===== src/rtl/cmos_pkg.sv =====
package cmos_pkg;
    localparam int OFF_TMR_A  = 10;
    localparam int OFF_TMR_C  = 12;
    localparam int OFF_STATUS = 13;
    localparam int STATUS_VAL = 8'h80;

    typedef enum logic [1:0] {
        S_IDLE     = 2'd0,
        S_RD_PLAIN = 2'd1,
        S_RD_TMR   = 2'd2,
        S_WR_TMR   = 2'd3
    } port_state_e;
endpackage


===== src/rtl/cmos_index_reg.sv =====
module cmos_index_reg #(
    parameter int ADDR_W = 6,
    parameter int DATA_W = 8,
    parameter int RST_IDX = 13
) (
    input  logic              clk,
    input  logic              rst_n,
    input  logic              set_idx,
    input  logic [DATA_W-1:0] set_val,
    input  logic              force_d,
    output logic [ADDR_W-1:0] idx_o,
    output logic              nmi_o
);
    localparam logic [ADDR_W-1:0] IDX_RST = ADDR_W'(RST_IDX);

    logic [ADDR_W-1:0] idx_q;
    logic              nmi_q;

    always_ff @(posedge clk) begin
        if (!rst_n) begin
            idx_q <= IDX_RST;
            nmi_q <= 1'b0;
        end else if (set_idx) begin
            idx_q <= set_val[ADDR_W-1:0];
            nmi_q <= set_val[DATA_W-1];
        end else if (force_d) begin
            idx_q <= IDX_RST;
        end
    end

    assign idx_o = idx_q;
    assign nmi_o = nmi_q;

    // mask only moves on an index write
    a_r2_nmi_hold: assert property (@(posedge clk) disable iff (!rst_n)
        !set_idx |=> $stable(nmi_q));
endmodule


===== src/rtl/cmos_ram.sv =====
module cmos_ram #(
    parameter int ADDR_W = 6,
    parameter int DATA_W = 8
) (
    input  logic              clk,
    input  logic              we,
    input  logic [ADDR_W-1:0] addr,
    input  logic [DATA_W-1:0] wdata,
    output logic [DATA_W-1:0] rdata
);
    localparam int DEPTH = 1 << ADDR_W;

    logic [DATA_W-1:0] mem [DEPTH];

    // no reset on the storage array
    always_ff @(posedge clk) begin
        if (we) mem[addr] <= wdata;
    end

    assign rdata = mem[addr];
endmodule


===== src/rtl/cmos_port_fsm.sv =====
module cmos_port_fsm
    import cmos_pkg::*;
#(
    parameter int ADDR_W = 6,
    parameter int DATA_W = 8
) (
    input  logic              clk,
    input  logic              rst_n,
    input  logic              idx_wr,
    input  logic              dat_wr,
    input  logic              dat_rd,
    input  logic [DATA_W-1:0] wdata,
    input  logic [ADDR_W-1:0] cur_idx,
    input  logic [DATA_W-1:0] ram_rdata,
    input  logic [DATA_W-1:0] tmr_a,
    input  logic [DATA_W-1:0] tmr_b,
    input  logic [DATA_W-1:0] tmr_c,
    output logic              set_idx,
    output logic              force_d,
    output logic              ram_we,
    output logic [DATA_W-1:0] rdata,
    output logic              rd_valid,
    output logic              tmr_wr,
    output logic [1:0]        tmr_wsel,
    output logic [DATA_W-1:0] tmr_wdata,
    output logic              tmr_c_rd_stb
);
    localparam logic [ADDR_W-1:0] IDX_A  = ADDR_W'(OFF_TMR_A);
    localparam logic [ADDR_W-1:0] IDX_C  = ADDR_W'(OFF_TMR_C);
    localparam logic [ADDR_W-1:0] IDX_D  = ADDR_W'(OFF_STATUS);
    localparam logic [DATA_W-1:0] D_BYTE = DATA_W'(STATUS_VAL);
    localparam logic [1:0]        SEL_C  = 2'(OFF_TMR_C - OFF_TMR_A);

    port_state_e       state_q, state_d;
    logic [DATA_W-1:0] rdata_q, rdata_d;
    logic [DATA_W-1:0] wdata_q;
    logic [1:0]        sel_q, sel_d;
    logic              in_tmr, is_d;
    logic [1:0]        tmr_off;
    logic [DATA_W-1:0] tmr_byte;

    always_comb begin
        in_tmr  = (cur_idx >= IDX_A) && (cur_idx <= IDX_C);
        is_d    = (cur_idx == IDX_D);
        tmr_off = 2'(cur_idx - IDX_A);
        unique case (tmr_off)
            2'd0:    tmr_byte = tmr_a;
            2'd1:    tmr_byte = tmr_b;
            default: tmr_byte = tmr_c;
        endcase
    end

    // next-state and capture decode; R9 priority: index > read > write
    always_comb begin
        state_d = S_IDLE;
        rdata_d = rdata_q;
        sel_d   = sel_q;
        set_idx = 1'b0;
        force_d = 1'b0;
        ram_we  = 1'b0;
        if (idx_wr) begin
            set_idx = 1'b1;
        end else if (dat_rd) begin
            force_d = 1'b1;
            if (in_tmr) begin
                state_d = S_RD_TMR;
                rdata_d = tmr_byte;
                sel_d   = tmr_off;
            end else begin
                state_d = S_RD_PLAIN;
                rdata_d = is_d ? D_BYTE : ram_rdata;
            end
        end else if (dat_wr) begin
            if (in_tmr) begin
                state_d = S_WR_TMR;
                sel_d   = tmr_off;
            end else if (!is_d) begin
                ram_we = 1'b1;
            end
        end
    end

    always_ff @(posedge clk) begin
        if (!rst_n) state_q <= S_IDLE;
        else        state_q <= state_d;
    end

    always_ff @(posedge clk) begin
        if (!rst_n) begin
            rdata_q <= '0;
            sel_q   <= '0;
            wdata_q <= '0;
        end else begin
            rdata_q <= rdata_d;
            sel_q   <= sel_d;
            if (dat_wr) wdata_q <= wdata;
        end
    end

    always_comb begin
        rd_valid     = 1'b0;
        tmr_wr       = 1'b0;
        tmr_c_rd_stb = 1'b0;
        unique case (state_q)
            S_IDLE:     ;
            S_RD_PLAIN: rd_valid = 1'b1;
            S_RD_TMR: begin
                rd_valid     = 1'b1;
                tmr_c_rd_stb = (sel_q == SEL_C);
            end
            S_WR_TMR:   tmr_wr = 1'b1;
            default:    ;
        endcase
    end

    assign rdata     = rdata_q;
    assign tmr_wsel  = sel_q;
    assign tmr_wdata = wdata_q;

    a_r4_read_responds: assert property (@(posedge clk) disable iff (!rst_n)
        (dat_rd && !idx_wr) |=> rd_valid);
    a_r5_status_byte: assert property (@(posedge clk) disable iff (!rst_n)
        (dat_rd && !idx_wr && cur_idx == IDX_D) |=> (rdata == D_BYTE));
    a_r6_fwd_write: assert property (@(posedge clk) disable iff (!rst_n)
        (dat_wr && !dat_rd && !idx_wr && in_tmr) |=> (tmr_wr && !rd_valid));
    a_r8_stb_with_valid: assert property (@(posedge clk) disable iff (!rst_n)
        tmr_c_rd_stb |-> rd_valid);
    a_r8_stb_single: assert property (@(posedge clk) disable iff (!rst_n)
        tmr_c_rd_stb |=> !tmr_c_rd_stb);
endmodule


===== src/rtl/cmos_port_unit.sv =====
module cmos_port_unit
    import cmos_pkg::*;
#(
    parameter int ADDR_W = 6,
    parameter int DATA_W = 8
) (
    input  logic              clk,
    input  logic              rst_n,
    input  logic              idx_wr,
    input  logic              dat_wr,
    input  logic              dat_rd,
    input  logic [DATA_W-1:0] wdata,
    output logic [DATA_W-1:0] rdata,
    output logic              rd_valid,
    output logic              nmi_mask,
    input  logic [DATA_W-1:0] tmr_a,
    input  logic [DATA_W-1:0] tmr_b,
    input  logic [DATA_W-1:0] tmr_c,
    output logic              tmr_wr,
    output logic [1:0]        tmr_wsel,
    output logic [DATA_W-1:0] tmr_wdata,
    output logic              tmr_c_rd_stb
);
    logic [ADDR_W-1:0] cur_idx;
    logic [DATA_W-1:0] ram_rdata;
    logic              set_idx, force_d, ram_we;

    cmos_index_reg #(.ADDR_W(ADDR_W), .DATA_W(DATA_W), .RST_IDX(OFF_STATUS)) u_idx (
        .clk(clk), .rst_n(rst_n), .set_idx(set_idx), .set_val(wdata),
        .force_d(force_d), .idx_o(cur_idx), .nmi_o(nmi_mask)
    );

    cmos_ram #(.ADDR_W(ADDR_W), .DATA_W(DATA_W)) u_ram (
        .clk(clk), .we(ram_we), .addr(cur_idx), .wdata(wdata), .rdata(ram_rdata)
    );

    cmos_port_fsm #(.ADDR_W(ADDR_W), .DATA_W(DATA_W)) u_fsm (
        .clk(clk), .rst_n(rst_n), .idx_wr(idx_wr), .dat_wr(dat_wr), .dat_rd(dat_rd),
        .wdata(wdata), .cur_idx(cur_idx), .ram_rdata(ram_rdata),
        .tmr_a(tmr_a), .tmr_b(tmr_b), .tmr_c(tmr_c),
        .set_idx(set_idx), .force_d(force_d), .ram_we(ram_we),
        .rdata(rdata), .rd_valid(rd_valid), .tmr_wr(tmr_wr), .tmr_wsel(tmr_wsel),
        .tmr_wdata(tmr_wdata), .tmr_c_rd_stb(tmr_c_rd_stb)
    );
endmodule


===== config.mk =====
export PLATFORM = sky130hd
export DESIGN_NAME = cmos_port_unit
export DESIGN_NICKNAME = d
export VERILOG_FILES = /design/src/rtl/cmos_pkg.sv /design/src/rtl/cmos_index_reg.sv /design/src/rtl/cmos_ram.sv /design/src/rtl/cmos_port_fsm.sv /design/src/rtl/cmos_port_unit.sv
export SDC_FILE = /design/constraint.sdc
export NUM_CORES = 1
export LEC_CHECK = 0
export BUFFER_PORTS_ARGS = -buffer_cell sky130_fd_sc_hd__clkbuf_2
export CAP_MARGIN = 15
export CORE_MARGIN = 2
export CORE_UTILIZATION = 40
export CTS_CLUSTER_SIZE = 25
export DETAILED_ROUTE_END_ITERATION = 6
export GPL_TIMING_DRIVEN = 0
export MAX_ROUTING_LAYER = met4
export SLEW_MARGIN = 25
export SYNTH_ARGS = -nofsm -noshare
export SYNTH_HDL_FRONTEND = slang
export SYNTH_SLANG_ARGS = --single-unit

===== constraint.sdc =====
create_clock -name clk -period 2.8 [get_ports clk]
set_input_delay 0 -clock clk [delete_from_list [all_inputs] [get_ports clk]]
set_output_delay 0 -clock clk [all_outputs]
set_load 0.005 [all_outputs]

Word level (Yosys, flattened, before mapping)

Memories as Yosys holds them, arrays and structs flattened. A register that Yosys moved wholly into a read port is not among the register bits.
Cells that the tools add are included.

Add/subtract/negate cells: 1
Multipliers: 0
Divide/modulo/power cells: 0
Order comparisons: 2
Equality and inequality tests: 6
Shift operators: 0
Multiplexer cells: 27
Bitwise gates (word level): 2
Reduce and logical (&&, ||, !) cells: 8

Operator list:

| kind                | count |
|---|---|
| $mux 6              | 4 |
| $mux 8              | 2 |
| $pmux 8 s2          | 1 |
| $mux 2              | 7 |
| $mux 1              | 13 |
| $eq 2x2->1 const B  | 3 |
| $eq 6x4->1 const B  | 1 |
| $ge 6x4->1 const B  | 1 |
| $le 6x4->1 const B  | 1 |
| $eq 2x1->1 const B  | 2 |
| $reduce_and 2->1    | 2 |
| $reduce_bool 2->1   | 2 |
| $reduce_or 2->1     | 2 |
| $logic_not 2->1     | 1 |
| $not 1->1           | 2 |
| $sub 2x2->2 const B | 1 |
| $logic_and 1x1->1   | 1 |

Bits in registers: 27
Latch bits: 0
RAM bits: 512
ROM bits: 0
Output and inout port bits: 22
Word-level logic and storage cells: 53
Memories: 1

Memory list:

| memory    | words | bits a word | rd ports | clocked after memory_dff | write ports | line           | RTL |
|---|---|---|---|---|---|---|---|
| u_ram.mem | 64    | 8           | 1        | 1                        | 1           | cmos_ram.sv:13 | `logic [DATA_W-1:0] mem [DEPTH];` |

Depth between registers and ports, before layout

Gate-level depths: netlist of run 1.

Depth in word-level cells: 8
Depth in mapped cells: 8
Depth with buffers taken out: 5

By module

From an unflattened synthesis of run 1, not the netlist that was laid out.

Cell total of the unflattened synthesis: 1311
Area total of the unflattened synthesis: 21662.0 sq um

By module, submodules not included:

| module         | instances | cells an instance | area an instance (sq um) | seq. area each (sq um) |
|---|---|---|---|---|
| cmos_ram       | 1         | 1163              | 20289.5                  | 15374.7 |
| cmos_port_fsm  | 1         | 120               | 1107.3                   | 400.4 |
| cmos_index_reg | 1         | 28                | 265.3                    | 140.1 |

Least setup slack after synthesis of run 1

No wires, ideal clock.

Path kind: reg2reg
Start: register u_idx.idx_q[4] (netlist: u_idx.idx_o[4])
End: memory u_ram.mem[56][0] (enable)
Data arrival time: 1.764 ns
Data required time: 2.430 ns
Slack: 0.665 ns
Cell stages (with the launch flop): 8
Clock period less this slack: 2.135 ns
Path through: dfxtp_1 -> clkbuf_1 -> nor3b_1 -> o21ai_0 -> clkbuf_1 -> and3_1 -> nand2_1 -> nor2_1

Cells in the longest elaborated chain, start to end: 8
Elaborated cells on any way between the ends: 11
Classes of those cells: 2 x order compare; 1 x eq/ne; 7 x mux; 1 x reduce/logical

Ends and longest elaborated chain:

| item                                               | line                                     | RTL |
|---|---|---|
| start: declaration                                 | cmos_index_reg.sv:16                     | `logic [ADDR_W-1:0] idx_q;` |
| start signal: assignment                           | cmos_index_reg.sv:24                     | `idx_q <= set_val[ADDR_W-1:0];` |
| $ge 6x4->1 (tied with other cells)                 | cmos_port_fsm.sv:43                      | `in_tmr = (cur_idx >= IDX_A) && (cur_idx <= IDX_C);` |
| $logic_and 1x1->1 / $mux 1 (equally long branches) | cmos_port_fsm.sv:43, cmos_port_fsm.sv:77 |  |
| $mux 1                                             | cmos_port_fsm.sv:74                      | `if (in_tmr) begin` |
| $mux 1                                             | cmos_port_fsm.sv:73                      | `end else if (dat_wr) begin` |
| $mux 1                                             | cmos_port_fsm.sv:63                      | `end else if (dat_rd) begin` |
| $mux 1                                             | cmos_port_fsm.sv:61                      | `if (idx_wr) begin` |
| $mux 1                                             | cmos_ram.sv:17                           | `if (we) mem[addr] <= wdata;` |
| $mux 1 (implied by the code)                       | cmos_ram.sv:17                           |  |
| end: declaration                                   | cmos_ram.sv:13                           |  |

Parallel ways exist; a longest one is shown, timed or not.

Final worst setup path of run 1

Start: register u_idx.idx_q[0] (netlist: u_idx.idx_o[0])
End: memory u_ram.mem[1][1] (enable)

The elaborated chain is that of the path after synthesis.

==> results of run 1 <==
## kinds of logic after synthesis
| group | synth area share |
|---|---|
| DFF | 0.752 |
| other | 0.000176 |
| buffers and inverters | 0.0159 |
| muxes | 0.169 |
| and+or+nand+nor | 0.0337 |
| AOI/OAI and AO/OA | 0.0280 |
| adders and majority gates | 0.00117 |
## area by class of cell
type | count | area [sq um]
fillers | 4303 | 27600
multi-input cells | 468 | 5450
plain buffers | 55 | 344
well taps | 688 | 861
repair buffers | 76 | 485
clock inverters | 43 | 457
clock buffers | 59 | 1430
inverters | 6 | 22.5
flip-flops and latches | 545 | 16000
## critical path, cell delays in order, from the launching register on
cell      delay [ps]
dfxtp_1          310
clkbuf_1         310
clkbuf_2         370
and4_1           300
nand2_1          570
nor2_2           710
## worst paths after layout
check | end | slack (ps) | cells past startpoint
setup / recovery | u_ram.mem[1][1] | -140 | 5
hold reg to reg | u_idx.nmi_o | 520 | 2
hold / removal | u_fsm.rdata[4] | 20 | 5
setup reg to reg | u_ram.mem[1][1] | -140 | 5
## sequential cells by signal, summed over array words and instances (netlist names), named ones only
signal and flops:
u_ram.mem 512, u_fsm.rdata 8, u_fsm.tmr_wdata 8, u_idx.idx_o 6, u_fsm.state_q 2, u_fsm.tmr_wsel 2, u_idx.nmi_o 1
## cells in the final DEF, fill, tap and decap left out, types with 4 or more instances in the layout
cell type / n
nor2_4: 34
a211oi_1: 7
nor2_1: 20
dfxtp_2: 4
clkbuf_1: 18
a21oi_1: 22
buf_1: 4
nand2_1: 7
edfxtp_1: 512
mux4_2: 132
buf_6: 5
clkinv_1: 10
a22oi_1: 4
buf_2: 6
clkinvlp_4: 6
conb_1: 32
mux2i_1: 59
clkbuf_16: 57
o21ai_0: 18
nor3_1: 4
clkinv_2: 15
clkbuf_4: 15
nor2_2: 25
nor2b_1: 29
dlygate4sd3_1: 15
o21ai_1: 9
clkbuf_2: 54
inv_1: 5
a221oi_2: 6
buf_4: 14
a221oi_1: 19
dfxtp_1: 29
nand3_1: 4
nor3b_1: 7
bufinv_16: 9
## metal layers
layer / GRT usage / vias up / share of wire
met5: - / - / 0
met4: 0.0554 / 0 / 0.022
met3: 0.0405 / 75 / 0.075
met2: 0.310 / 445 / 0.48
met1: 0.270 / 5734 / 0.42
li1: - / 4625 / -
## power by group through the flow
stage	Combinational (mW)	Clock (mW)	Sequential, mW
2_1_floorplan	0.483	0	9.17
3_3_place_gp	0.882	0	9.18
3_5_place_dp	0.903	0	9.18
4_1_cts	0.935	7.77	9.01
5_1_grt	1.00	8.08	9.02
6_report	0.940	7.66	9.02
## stage by stage
step | total power, mW | setup WS, ps | cell area [sq um] | utilization | setup TNS, ps
final | 17.6 | -139 | 25100 | 0.477 | -6670
after floorplan | 9.65 | 665 | 21400 | - | 0
after global placement | 10.1 | -655 | 22600 | 0.429 | -161270
after CTS | 17.7 | -114 | 25000 | 0.474 | -9270
after detailed placement | 10.1 | -736 | 22600 | 0.429 | -185510
after global routing | 18.1 | -267 | 25100 | 0.477 | -23090
## timing repair
action / CTS / global route
pin swaps: 2 / 0
setup endpoints to repair: 424 / 451
buffers inserted: 4 / 0
gates resized for setup: 95 / 41
hold endpoints to repair: 21 / 0
hold buffers: 15 / 0
==> results.rst, run 1 <==
.. list-table::
   :header-rows: 1

   * - Metric
     - Value
   * - Status
     - finished, violations left
   * - Violations in the final reports
     - negative setup slack
   * - Count leader, synth
     - edfxtp_1
   * - Post-layout net count
     - 1,246
   * - Area of the die
     - roughly 55,000 sq um
   * - TritonCTS buffer count
     - 55
   * - Post-route worst setup slack
     - -139 ps
   * - Final setup violating endpoints
     - 104
   * - Post-synth EDFFs
     - 512
   * - Number of global-route vias before repair
     - 11,000
   * - Switching part of the total power
     - 0.213
   * - Post-detailed-route via-to-cell ratio
     - 5.61
   * - Relative contribution of combinational cells to total power
     - 0.053
   * - Share of the yosys chip area belonging to registers
     - 0.752
   * - Min Tclk post-route
     - 2940 ps
   * - Count of H-tree levels built during CTS
     - 2
   * - Vias
     - 10,900
   * - Number of antenna violations at the first check in global routing
     - 0
   * - Proportion of synthesized flip-flops having asynchronous set or reset
     - 0
   * - Startpoint Class
     - flop
   * - Number of optimization iterations in the first detailed-route pass
     - 5
   * - Wire length reported by the detailed router
     - 53,400 um
   * - Worst setup path startpoint
     - u_idx.idx_o[0]
   * - Post-detail-place hpwl
     - 33,000 um
   * - Most used standard cells in the synthesized netlist
     - 512 x edfxtp_1, 132 x mux4_2, 79 x nor2_1, 62 x mux2i_1, 33 x dfxtp_1
   * - Cell Area, Synth
     - ~21,000 sq um
   * - Clock tree from TritonCTS
     - done
   * - Pin slew with the least headroom to its limit
     - 947 ps
   * - Post-DR wirelength/cell
     - around 28 um
   * - Final Hold Viols
     - 0
   * - Cell leakage power
     - around 8.2 nW
   * - Maximum net fanout on the critical path
     - 10
   * - Most area-consuming cells after synthesis
     - edfxtp_1 72%, mux4_2 14%, dfxtp_1 3.1%
   * - Number of core rows
     - 84
   * - Fraction of layout cells with a size suffix above 1
     - 0.318
   * - Peak supply drop
     - 0.000555 V
   * - Fraction of the cycle the final worst path needs
     - 1.05
   * - Hold path startpoint
     - tmr_a[4]
   * - Worst hold path type
     - in2reg
   * - Area growth, synth to finish
     - 17.7%
   * - Sequential Power Share
     - 0.512
   * - Number of different library cells in the post-synthesis netlist
     - 38
   * - Power density over the cells
     - 702 nW/um^2
   * - Clock edge transition at the registers on the reported setup and hold paths
     - roughly 60 ps
   * - DRC violations left
     - 0
   * - Internal power consumption
     - 13.9 mW
   * - Global route overflow
     - 0
   * - Cell total after placement
     - 1,823
   * - Launch point of the worst reg-to-reg path
     - u_idx.idx_o[0]
   * - Die Span Y
     - ~230 um
   * - RSZ-0062 raised after global routing
     - yes
   * - Proportion of netlist area held by the largest area contributor
     - 0.721
   * - Largest area contributor in the synthesized netlist
     - edfxtp_1
   * - Clock network fraction of design power
     - 0.435
   * - Critical path data required time
     - 3030 ps
   * - Count of input and output buffers
     - 57
   * - Yosys synthesis warning count
     - 0
   * - Worst-Skew Late Latency
     - around 600 ps
   * - Category of the worst setup path capture point
     - flop
   * - Largest net degree at the start of global routing
     - 67
   * - Remaining number of nets flagged by the antenna check after routing
     - 0
   * - Number of max-cap violations
     - 0
   * - Hold slack final
     - 17.4 ps
   * - Core outline area
     - 52,700 sq um
   * - Net switching power
     - approximately 3.8 mW
   * - Critical path arrival
     - 3170 ps
   * - Post-layout instance count excluding filler cells
     - approximately 1,900
   * - Gate count of the mapped netlist
     - 1,047
   * - CP Class
     - reg2reg
   * - Die span in x
     - ~230 um
   * - Overall global routing resource usage
     - 0.200
   * - Worst slew margin
     - 0.367
   * - Worst setup skew after layout
     - 20.0 ps
   * - Number of register bits inferred by synthesis
     - 545
   * - Avg Inst Size Synth
     - about 20 sq um
   * - Clock Sinks
     - 545
   * - First-pass GRT wire length
     - 77,600 um
   * - Max frequency
     - 340 MHz
   * - Antenna Diode Count
     - 0
   * - Initial core utilization
     - 0.405
   * - Root buf cell
     - clkbuf_16
   * - Most used DFF post-synth
     - edfxtp_1
   * - Ports placed on the boundary
     - 59
   * - Global placer's final weighted congestion
     - about 0.85
   * - Worst-case clock buffer depth
     - 3
   * - Slew Viols, Final
     - 0
   * - Detailed router's first-iteration violation count
     - 1,156
No activity file was read; power rests on OpenSTA's default activity.
==> inputs of run 2 (changes only) <==
--- a/config.mk
+++ b/config.mk
@@ -7,12 +7,15 @@
 export LEC_CHECK = 0
 export BUFFER_PORTS_ARGS = -buffer_cell sky130_fd_sc_hd__clkbuf_2
 export CAP_MARGIN = 15
+export CELL_PAD_IN_SITES_DETAIL_PLACEMENT = 2
+export CELL_PAD_IN_SITES_GLOBAL_PLACEMENT = 2
 export CORE_MARGIN = 2
 export CORE_UTILIZATION = 40
 export CTS_CLUSTER_SIZE = 25
 export DETAILED_ROUTE_END_ITERATION = 6
 export GPL_TIMING_DRIVEN = 0
 export MAX_ROUTING_LAYER = met4
+export PLACE_DENSITY_LB_ADDON = 0.1
 export SLEW_MARGIN = 25
 export SYNTH_ARGS = -nofsm -noshare
 export SYNTH_HDL_FRONTEND = slang
==> run 2 against run 1 <==
  * The run still ends with negative setup slack left
  * Utilization increased by 0.51 points
  * Clock skew shrank 1.2 ps
  * Critical path depth is 1 lower
  * First-iteration DRC count rose by 7.1%
  * Hold slack gained 25 ps
  * Critical path type unchanged
  * Fmax rose by 0.40%
  * Die area unchanged
  * Power decreased by 0.67%
  * Largest cell class unchanged
  * Sequential share of layout area down 0.67 points
  * Non-clock buffer count is 6 higher
  * Register-to-register slack about the same
  * Sequential cell count unchanged
==> results.rst, run 2 (synthesized netlist as in run 1, its figures left out) <==
.. list-table::
   :header-rows: 1

   * - Metric
     - Value
   * - First-pass GRT wire length
     - 91,500 um (+18%)
   * - Pin slew with the least headroom to its limit
     - 926 ps (-20.8 ps)
   * - Worst hold path type
     - in2reg
   * - Cell leakage power
     - 8.27 nW (+0.83%)
   * - Min Tclk post-route
     - 2930 ps (-11.6 ps)
   * - Detailed router's first-iteration violation count
     - 1,238 (+7.1%)
   * - Hold slack final
     - 42.1 ps (+24.6 ps)
   * - Hold path startpoint
     - tmr_a[0]
   * - RSZ-0062 raised after global routing
     - yes
   * - TritonCTS buffer count
     - 59 (+7.3%)
   * - Most flop-heavy register
     - u_ram.mem
   * - Maximum net fanout on the critical path
     - 10 (unchanged)
   * - Count of input and output buffers
     - 57 (unchanged)
   * - Register-to-register setup slack
     - -130 ps (about the same)
   * - Post-detail-place hpwl
     - 41,700 um (+26%)
   * - DRC violations left
     - 0 (unchanged)
   * - Slew Viols, Final
     - 0 (unchanged)
   * - Slowest stage delay, CP
     - 900 ps (+190 ps)
   * - Number of antenna violations at the first check in global routing
     - 3 (+3)
   * - Startpoint Class
     - flop
   * - Number of max-cap violations
     - 0 (unchanged)
   * - Critical register-to-register path endpoint
     - u_ram.mem[54][7]
   * - Family of cells with the greatest summed delay on the critical path
     - simple AND/OR/NAND/NOR gates
   * - CP Class
     - reg2reg
   * - Largest net degree at the start of global routing
     - 67 (unchanged)
   * - Overall global routing resource usage
     - 0.242 (+0.0426)
   * - Area of the die
     - 55,100 sq um (unchanged)
   * - Most common cell after layout, fill and taps aside
     - edfxtp_1
   * - Post-route worst setup slack
     - -127 ps (+11.6 ps)
   * - Buf+Inv Stages, Crit Path
     - 1 (-1)
   * - Violations in the final reports
     - negative setup slack
   * - Fill count
     - 4,660 (+8.3%)
   * - Cell depth of the worst flop-to-flop path
     - 4 (-1)
   * - Vias
     - 11,300 (+3.4%)
   * - Area after detailed placement
     - 22,700 sq um (+0.48%)
   * - Post-layout net count
     - 1,256 (+0.80%)
   * - Worst-Skew Late Latency
     - 630 ps (+30 ps)
   * - Die span in x
     - 235 um (unchanged)
   * - Global placer's final weighted congestion
     - 0.880 (+4.0%)
   * - Critical-path cell list
     - clkbuf_1, and3_1, nand2_1, nor2_1
   * - Final setup violating endpoints
     - 17 (-84%)
   * - Number of global-route vias before repair
     - 12,100 (+9.9%)
   * - Core outline area
     - 52,700 sq um (unchanged)
   * - Cell total after placement
     - 1,828 (+0.27%)
   * - Initial core utilization
     - 0.405 (unchanged)
   * - Fraction of the cycle the final worst path needs
     - 1.05 (-0.00416)
   * - Status
     - finished, violations left
   * - Post-DR wirelength/cell
     - 32.8 um (+19%)
   * - Logic depth of the worst path, buffers included
     - 4 (-1)
   * - Critical path data required time
     - 3040 ps (about the same)
   * - Worst setup skew after layout
     - 18.7 ps (-1.25 ps)
   * - Post-layout instance count excluding filler cells
     - 1,957 (+0.88%)
   * - Cell type of the slowest stage on the worst timing path
     - nor2_1
   * - Hold EP
     - u_fsm.rdata[0]
   * - Die Span Y
     - 235 um (unchanged)
   * - Fraction of layout cells with a size suffix above 1
     - 0.321 (+0.00334)
   * - Clock edge transition at the registers on the reported setup and hold paths
     - 60 ps (about the same)
   * - Count of H-tree levels built during CTS
     - 2 (unchanged)
   * - Launch point of the worst reg-to-reg path
     - u_idx.idx_o[1]
   * - Clock Sinks
     - 545 (unchanged)
   * - Remaining number of nets flagged by the antenna check after routing
     - 0 (unchanged)
   * - Core occupancy in the finished layout
     - 0.482 (+0.00506)
   * - Post-detailed-route via-to-cell ratio
     - 5.75 (+2.5%)
   * - Global route overflow
     - 0 (unchanged)
   * - Category of the worst setup path capture point
     - flop
   * - Number of core rows
     - 84 (unchanged)
   * - Wire length reported by the detailed router
     - 64,300 um (+20%)
   * - Power density over the cells
     - 690 nW/um^2 (-1.7%)
   * - Root buf cell
     - clkbuf_16
   * - Most used cells in the layout excluding fill and tap cells
     - 512 x edfxtp_1, 132 x mux4_2, 61 x clkbuf_16
   * - Min-Delay Path Depth
     - 5 (unchanged)
   * - Number of optimization iterations in the first detailed-route pass
     - 5 (unchanged)
   * - Post-route total power
     - 17.5 mW (-0.67%)
   * - Ports placed on the boundary
     - 59 (unchanged)
   * - Clock tree from TritonCTS
     - done
   * - Peak supply drop
     - 0.000480 V (-13%)
   * - Area growth, synth to finish
     - 19.0%
   * - Post-Layout Inst Area
     - 25,400 sq um (+1.1%)
   * - Max frequency
     - 342 MHz (+0.40%)
   * - Final Hold Viols
     - 0 (unchanged)
   * - Worst slew margin
     - 0.382 (+0.0154)
   * - Critical path arrival
     - 3170 ps (about the same)
   * - Max FFs per register
     - 512 (unchanged)
   * - Worst-case clock buffer depth
     - 3 (unchanged)
## run 2: cell count changes in the layout (fill, tap and decap cells not counted), moves of 5 or more
cell,before,now
nor2_2,25,10
buf_2,6,0
clkinvlp_4,6,0
mux2i_2,3,9
buf_4,14,19
clkinv_1,10,15
clkbuf_1,18,27
dlygate4sd3_1,15,22
mux2i_1,59,53
buf_12,0,5
bufinv_16,9,2
nor2_4,34,48
## run 2: worst min-delay path: cells and delay by family
family                 cells  cell delay [ps]
buffers and inverters      1               80
muxes                      1              130
AOI/OAI and AO/OA          3              390
## run 2: routing by layer
metal | global-route usage | up-vias | wire [um]
met5 | - | - | 0
li1 | - | 4660 | -
met1 | 0.327 | 6134 | 27700
met4 | 0.0804 | 0 | 1930
met2 | 0.381 | 362 | 31500
met3 | 0.0364 | 94 | 3120
## run 2: where the power goes
group,internal [mW],switching [mW]
combinational,0.387,0.659
sequential,8.98,0.0526
clock,4.21,3.21
## run 2: metrics by stage
step | setup TNS [ps] | setup slack (ps)
2_1_floorplan | 0 | 665
3_5_place_dp | -324960 | -1130
4_1_cts | -2170 | -109
6_report | -1530 | -127
3_3_place_gp | -295670 | -987
5_1_grt | -5900 | -209
## run 2: how the worst max path moves through the flow
stage                   start          endpoint  slack [ps]
2_1_floorplan  u_idx.idx_o[4]  u_ram.mem[56][0]         670
3_3_place_gp   u_idx.idx_o[4]  u_ram.mem[16][4]        -990
3_5_place_dp   u_idx.idx_o[4]  u_ram.mem[18][4]       -1130
4_1_cts        u_idx.idx_o[1]  u_ram.mem[30][2]        -110
5_1_grt        u_idx.idx_o[1]  u_ram.mem[46][6]        -210
6_report       u_idx.idx_o[1]  u_ram.mem[54][7]        -130
## run 2: layout make-up
| class | instances | area, sq um | area share |
|---|---|---|---|
| Sequential cell | 545 | 16000 | 0.632 |
| Multi-Input combinational cell | 468 | 5590 | 0.221 |
| Clock buffer | 77 | 1610 | 0.0633 |
| Tap cell | 688 | 861 | 0.0339 |
| Timing Repair Buffer | 85 | 653 | 0.0258 |
| Buffer | 52 | 362 | 0.0143 |
| Clock inverter | 34 | 216 | 0.00854 |
| Inverter | 6 | 22.5 | 0.000888 |
| Antenna cell | 2 | 5.00 | 0.000197 |
## run 2: timing repair
item,in CTS,in global routing
endpoints found under the hold margin,145,0
hold buffers,22,0
pin swaps,1,0
buffers inserted,1,0
resized for setup,154,20
setup endpoints to repair,487,132
